--- src/rtl/lic_pkg.sv ---
package lic_pkg;
    localparam int WIN_BITS = 12;

    localparam logic [WIN_BITS-1:0] OFF_PEND   = 12'h004;
    localparam logic [WIN_BITS-1:0] OFF_CLRALL = 12'h008;
    localparam logic [WIN_BITS-1:0] OFF_CLR    = 12'h00C;
    localparam logic [WIN_BITS-1:0] OFF_SET    = 12'h010;

    typedef enum logic [2:0] {
        SEL_NONE,
        SEL_PEND,
        SEL_CLRALL,
        SEL_CLR,
        SEL_SET
    } reg_sel_e;
endpackage

--- src/rtl/lic_lane_swap.sv ---
// Maps a register word to bus lanes (or back); the mapping is its own inverse.
module lic_lane_swap #(
    parameter int W          = 32,
    parameter bit BIG_ENDIAN = 1'b1
) (
    input  logic [W-1:0] din,
    output logic [W-1:0] dout
);
    localparam int NB = W / 8;

    for (genvar b = 0; b < NB; b++) begin : g_lane
        if (BIG_ENDIAN) begin : g_swap
            assign dout[8*b +: 8] = din[8*(NB-1-b) +: 8];
        end else begin : g_pass
            assign dout[8*b +: 8] = din[8*b +: 8];
        end
    end
endmodule

--- src/rtl/lic_decode.sv ---
module lic_decode
    import lic_pkg::*;
(
    input  logic [WIN_BITS-1:0] addr,
    output reg_sel_e            sel
);
    always_comb begin
        unique case (addr)
            OFF_PEND:   sel = SEL_PEND;
            OFF_CLRALL: sel = SEL_CLRALL;
            OFF_CLR:    sel = SEL_CLR;
            OFF_SET:    sel = SEL_SET;
            default:    sel = SEL_NONE;
        endcase
    end
endmodule

--- src/rtl/lic_enable_reg.sv ---
module lic_enable_reg
    import lic_pkg::*;
#(
    parameter int N_SRC = 32
) (
    input  logic             clk,
    input  logic             rst_n,
    input  logic             wr,
    input  reg_sel_e         sel,
    input  logic [N_SRC-1:0] mask,
    output logic [N_SRC-1:0] en
);
    typedef struct packed {
        logic [N_SRC-1:0] en;
    } en_state_t;

    en_state_t st_d, st_q;

    always_comb begin
        st_d = st_q;
        if (wr) begin
            case (sel)
                SEL_CLRALL: st_d.en = '0;
                SEL_CLR:    st_d.en = st_q.en & ~mask;
                SEL_SET:    st_d.en = st_q.en | mask;
                default:    st_d.en = st_q.en;
            endcase
        end
    end

    always_ff @(posedge clk or negedge rst_n) begin
        if (!rst_n) st_q <= '0;
        else        st_q <= st_d;
    end

    assign en = st_q.en;
endmodule

--- src/rtl/lic_read_port.sv ---
module lic_read_port
    import lic_pkg::*;
#(
    parameter int W = 32
) (
    input  logic         clk,
    input  logic         rst_n,
    input  logic         rd,
    input  reg_sel_e     sel,
    input  logic [W-1:0] pend_bus,
    output logic [W-1:0] rdata
);
    typedef struct packed {
        logic [W-1:0] rdata;
    } rd_state_t;

    rd_state_t st_d, st_q;

    always_comb begin
        st_d = st_q;
        if (rd) begin
            st_d.rdata = (sel == SEL_PEND) ? pend_bus : '0;
        end
    end

    always_ff @(posedge clk or negedge rst_n) begin
        if (!rst_n) st_q <= '0;
        else        st_q <= st_d;
    end

    assign rdata = st_q.rdata;
endmodule

--- src/rtl/lvl_irq_ctrl.sv ---
module lvl_irq_ctrl
    import lic_pkg::*;
#(
    parameter int N_SRC      = 32,
    parameter bit BIG_ENDIAN = 1'b1
) (
    input  logic                clk,
    input  logic                rst_n,
    input  logic [WIN_BITS-1:0] bus_addr,
    input  logic                bus_wr,
    input  logic [N_SRC-1:0]    bus_wdata,
    input  logic                bus_rd,
    output logic [N_SRC-1:0]    bus_rdata,
    input  logic [N_SRC-1:0]    irq_in,
    output logic                irq_out
);
    reg_sel_e         sel;
    logic [N_SRC-1:0] wmask;
    logic [N_SRC-1:0] en_q;
    logic [N_SRC-1:0] pend;
    logic [N_SRC-1:0] pend_bus;

    lic_decode u_dec (
        .addr (bus_addr),
        .sel  (sel)
    );

    lic_lane_swap #(.W(N_SRC), .BIG_ENDIAN(BIG_ENDIAN)) u_wswap (
        .din  (bus_wdata),
        .dout (wmask)
    );

    lic_enable_reg #(.N_SRC(N_SRC)) u_en (
        .clk   (clk),
        .rst_n (rst_n),
        .wr    (bus_wr),
        .sel   (sel),
        .mask  (wmask),
        .en    (en_q)
    );

    assign pend    = irq_in & en_q;
    assign irq_out = |pend;

    lic_lane_swap #(.W(N_SRC), .BIG_ENDIAN(BIG_ENDIAN)) u_rswap (
        .din  (pend),
        .dout (pend_bus)
    );

    lic_read_port #(.W(N_SRC)) u_rd (
        .clk      (clk),
        .rst_n    (rst_n),
        .rd       (bus_rd),
        .sel      (sel),
        .pend_bus (pend_bus),
        .rdata    (bus_rdata)
    );
endmodule

--- config.mk ---
export PLATFORM = sky130hd
export DESIGN_NAME = lvl_irq_ctrl
export DESIGN_NICKNAME = d
export VERILOG_FILES = /design/src/rtl/lic_pkg.sv /design/src/rtl/lic_lane_swap.sv /design/src/rtl/lic_decode.sv /design/src/rtl/lic_enable_reg.sv /design/src/rtl/lic_read_port.sv /design/src/rtl/lvl_irq_ctrl.sv
export SDC_FILE = /design/constraint.sdc
export NUM_CORES = 1
export LEC_CHECK = 0
export ABC_AREA = 1
export CAP_MARGIN = 20
export CORE_MARGIN = 2
export CORE_UTILIZATION = 23
export CTS_BUF_LIST = sky130_fd_sc_hd__clkbuf_8
export DETAILED_ROUTE_END_ITERATION = 8
export DONT_BUFFER_PORTS = 1
export PLACE_DENSITY_LB_ADDON = 0.25
export SLEW_MARGIN = 20
export SYNTH_ARGS = -nofsm -noshare
export SYNTH_HDL_FRONTEND = slang
export SYNTH_SLANG_ARGS = --single-unit
export TNS_END_PERCENT = 100
--- constraint.sdc ---
create_clock -name clk -period 1.9 [get_ports clk]
set_input_delay 0.38 -clock clk [delete_from_list [all_inputs] [get_ports clk]]
set_output_delay 0.38 -clock clk [all_outputs]
set_load 0.03 [all_outputs]
==> impl_summary.log <==
INFO  metric async_flop_share = 100%
INFO  metric fp.coreArea = 16000 um^2
INFO  metric grt.overflow.total = 0
INFO  metric switching_power = 0.000649 W
INFO  metric yosysWarnings = 0
INFO  metric average_cell_area_after_synthesis = 7.14 um^2
INFO  metric netlist_top_cells_area = sky130_fd_sc_hd__dfrtp_1 (42%), sky130_fd_sc_hd__nand2_1 (17%), sky130_fd_sc_hd__nand3_1 (13%)
INFO  metric combinationalPowerShare = 5.0%
INFO  metric synth_seq_area_share = 42.2%
INFO  metric endpoint_kind = output pin
INFO  metric numCtsBuffers = 9
INFO  metric fp.dieArea = 17500 um^2
INFO  metric vias = 3512
INFO  metric synth_common_cells = sky130_fd_sc_hd__nand2_1 (173), sky130_fd_sc_hd__nand3_1 (97), sky130_fd_sc_hd__dfrtp_1 (64)
INFO  metric count_of_pins_over_their_slew_limit = 0
INFO  metric cp_num_buf_inv = 1
INFO  metric final-setup-viol-count = 0
INFO  metric cap_violations = 0
INFO  metric reg2reg_from = u_en.en[2]$_DFFE_PN0P_
INFO  metric critical_path_startpoint = u_en.en[4]$_DFFE_PN0P_
INFO  metric worstPathRequired = 1520 ps
INFO  metric synth_top_area_share = 42.2%
INFO  metric vias_per_cell = 4.66
INFO  metric ir_worst_vdd = 0.000265 V
INFO  metric critical_path.slowest_cell = sky130_fd_sc_hd__dfrtp_1
INFO  metric max_slew_margin = 68.7%
INFO  metric crit_top_cell = sky130_fd_sc_hd__nand4_1
INFO  metric pwr-share-clk = 41.5%
INFO  metric htreeDepth = 3
INFO  metric leakage_component_of_the_power = 2.10 nW
INFO  metric power.density = 592 nW/um^2
INFO  metric timing.setup.critical_path_class = flip-flop to output pin
INFO  metric largest_net_degree_at_the_start_of_global_routing = 65
INFO  metric met3RoutedLength = 970 um
INFO  metric route.layer.met1.wl = 5710 um
INFO  metric drtPass1Iterations = 4
INFO  metric worst_path_max_stage_delay = 380 ps
INFO  metric fin_total_pwr = 0.00255 W
INFO  metric outcome = finished clean
INFO  metric post-dp-hpwl = 8590 um
INFO  metric yosys.cell_types.count = 19
INFO  metric internal_power = 0.00190 W
INFO  metric tcrit_tclk_final = 98.5%
INFO  metric vias_in_the_first_global_route = 3454
INFO  metric clock-sinks = 64
INFO  metric cp_cell_sequence = nand2_1 > nand4_1 > nor2_1 > nand4_1 > buf_6
INFO  metric critPathMaxFanout = 2
INFO  metric worst-slew-pin-transition = 469 ps
INFO  metric die_extent_in_x = 132 um
INFO  metric cts_max_path_buffers = 2
INFO  metric antenna-diode-count = 0
INFO  metric yosys_register_bits = 64
INFO  metric ios = 113
INFO  metric highest_layer = met4
INFO  metric worst_ep_arrival_time = 1490 ps
INFO  metric post_synth_inst_count = 532
INFO  metric min-delay-start = bus_wr
INFO  metric avgRoutedWirePerCell = 16.9 um
INFO  metric tritoncts_clock_tree = built
INFO  metric num_rows = 46
INFO  metric final-hold-violation-count = 0
INFO  metric met2_wirelength = 5810 um
INFO  metric ctsRootBufferMaster = sky130_fd_sc_hd__clkbuf_8
INFO  metric post-route-worst-setup-slack = 29.4 ps
INFO  metric multi_input_area = 1880 um^2
INFO  metric die_height = 132 um
INFO  metric postRouteAntennaNets = 0
INFO  metric grt_setup_unrepaired = yes
INFO  metric fmax = 535 MHz
INFO  metric ys_dominant_reg_cell = sky130_fd_sc_hd__dfrtp_1
INFO  metric synth_most_common_cell = sky130_fd_sc_hd__nand2_1
INFO  metric post-place-ws = 322 ps
INFO  metric fillCellCount = 1786
INFO  metric synth_area = 3800 um^2
INFO  metric insertion_delay = 360 ps
INFO  metric grt_pass1_wl = 19900 um
INFO  metric syn_to_final_growth = 13.3%
INFO  metric layout.area.seq = 1600 um^2
INFO  metric drive_above_1_share = 15.2%
INFO  metric cts.clk_slew.worst_paths = 70 ps
INFO  metric synth_area_leader_cell = sky130_fd_sc_hd__dfrtp_1
INFO  metric synth_nets = 612
INFO  metric rrSetupSlack = 700 ps
INFO  metric drc = 0
INFO  metric port_buffers = 0
INFO  metric switching_share = 25.5%
INFO  metric grt_usage = 14.8%
INFO  metric worstHoldPathType = primary input to flip-flop
INFO  metric route.final.wire_length = 12700 um
INFO  metric first_iter_violations = 156
INFO  metric synth_enable_flop_cells = 0
INFO  metric fin_worst_skew = 7.37 ps
INFO  metric layout_min_cycle_time = 1870 ps
INFO  metric launching_element_type_of_the_critical_path = flip-flop
INFO  metric sequentialPowerShare = 53.5%
INFO  metric gp_weighted_congestion = 0.697
INFO  metric initial_core_util = 23.7%
INFO  metric grt_antenna_before_repair = 0
INFO  metric timing.critical_path.max_delay_family = simple AND/OR/NAND/NOR gates
INFO  metric nets = 613
-- cell usage in the layout, fill, tap and decap left out, types with 2 or more instances in the layout --
cell type / instances
sky130_fd_sc_hd__nor2_2: 2
sky130_fd_sc_hd__buf_4: 16
sky130_fd_sc_hd__inv_1: 42
sky130_fd_sc_hd__nand2_1: 166
sky130_fd_sc_hd__clkinv_2: 4
sky130_fd_sc_hd__nand2_2: 7
sky130_fd_sc_hd__dfrtp_1: 64
sky130_fd_sc_hd__nand4_1: 9
sky130_fd_sc_hd__or2_2: 32
sky130_fd_sc_hd__nor2_1: 45
sky130_fd_sc_hd__nand3_1: 97
sky130_fd_sc_hd__o31ai_1: 32
sky130_fd_sc_hd__buf_12: 3
sky130_fd_sc_hd__clkbuf_8: 10
sky130_fd_sc_hd__nor2_4: 2
-- stage by stage --
stage               utilization, %  instance area, um^2  TNS [ps]  hold slack [ps]  cells
floorplan                        -                 3800         0             84.4    532
global placement              25.0                 4000         0             87.7    725
detailed placement            25.0                 4000         0             87.5    725
CTS                           26.8                 4280         0              141    753
global route                  26.9                 4300     -59.6              143    754
finish                        26.9                 4300         0              165    754
-- worst register-to-register path, stage by stage, from the launching register on --
cell and delay (ps):
sky130_fd_sc_hd__dfrtp_1 390, sky130_fd_sc_hd__buf_4 140, sky130_fd_sc_hd__or2_2 280, sky130_fd_sc_hd__nand3_1 80, sky130_fd_sc_hd__nand2_1 50, sky130_fd_sc_hd__nand3_1 80
sky130_fd_sc_hd__nand2_1 60
-- registers in the layout, summed over array words and instances (netlist names) --
| signal | flops |
|---|---|
| u_en.en | 32 |
| u_rd.rdata | 32 |
-- power by group through the flow --
stage	registers, W	logic, W	clock network (W)
6_report	0.00136	0.000127	0.00106
3_3_place_gp	0.00139	0.0000882	0
5_1_grt	0.00136	0.000144	0.00116
3_5_place_dp	0.00139	0.0000906	0
4_1_cts	0.00136	0.000132	0.00110
2_1_floorplan	0.00139	0.0000834	0
-- routing by layer --
| metal | vias up | GRT usage [%] |
|---|---|---|
| met2 | 84 | 23.1 |
| met3 | 16 | 5.86 |
| met1 | 1689 | 18.3 |
| li1 | 1723 | - |
| met4 | 0 | 5.62 |
| met5 | - | 0 |
-- area by class of cell --
cell class                      instances  share of cell area [%]
Tap cell                              216                    6.28
Multi-Input combinational cell        395                    43.7
Timing Repair Buffer                   22                    5.32
Inverter                               41                    3.58
Clock inverter                          6                   0.640
Sequential cell                        64                    37.2
Clock buffer                           10                    3.20
-- worst paths after layout --
kind                                               to  cells past startpoint
max                                           irq_out                      5
min                            u_en.en[4]$_DFFE_PN0P_                      2
max reg2reg                    u_en.en[2]$_DFFE_PN0P_                      6
min reg2reg                   u_en.en[19]$_DFFE_PN0P_                      2
max in group asynchronous  u_rd.rdata[24]$_DFFE_PN0P_                      2
min in group asynchronous     u_en.en[28]$_DFFE_PN0P_                      2
-- kinds of logic (layout without fill, tap and decap cells) --
group / count (synthesis) / in the layout / share of synthesized area (%)
AO/OA/AOI/OAI: 32 / 32 / 6.33
buffers and inverters: 73 / 79 / 8.70
flip-flops: 64 / 64 / 42.2
AND/OR/NAND/NOR: 363 / 363 / 42.8
-- what timing repair did --
action                     in CTS  in global routing
hold endpoints to repair       64                  0
gates resized for setup         3                  5
hold buffers                    2                  0
setup buffers                  10                  1
cloned                          0                  0
pin swaps                       5                 10
setup endpoints to repair       1                  1
(Power assumes the default switching activity.)
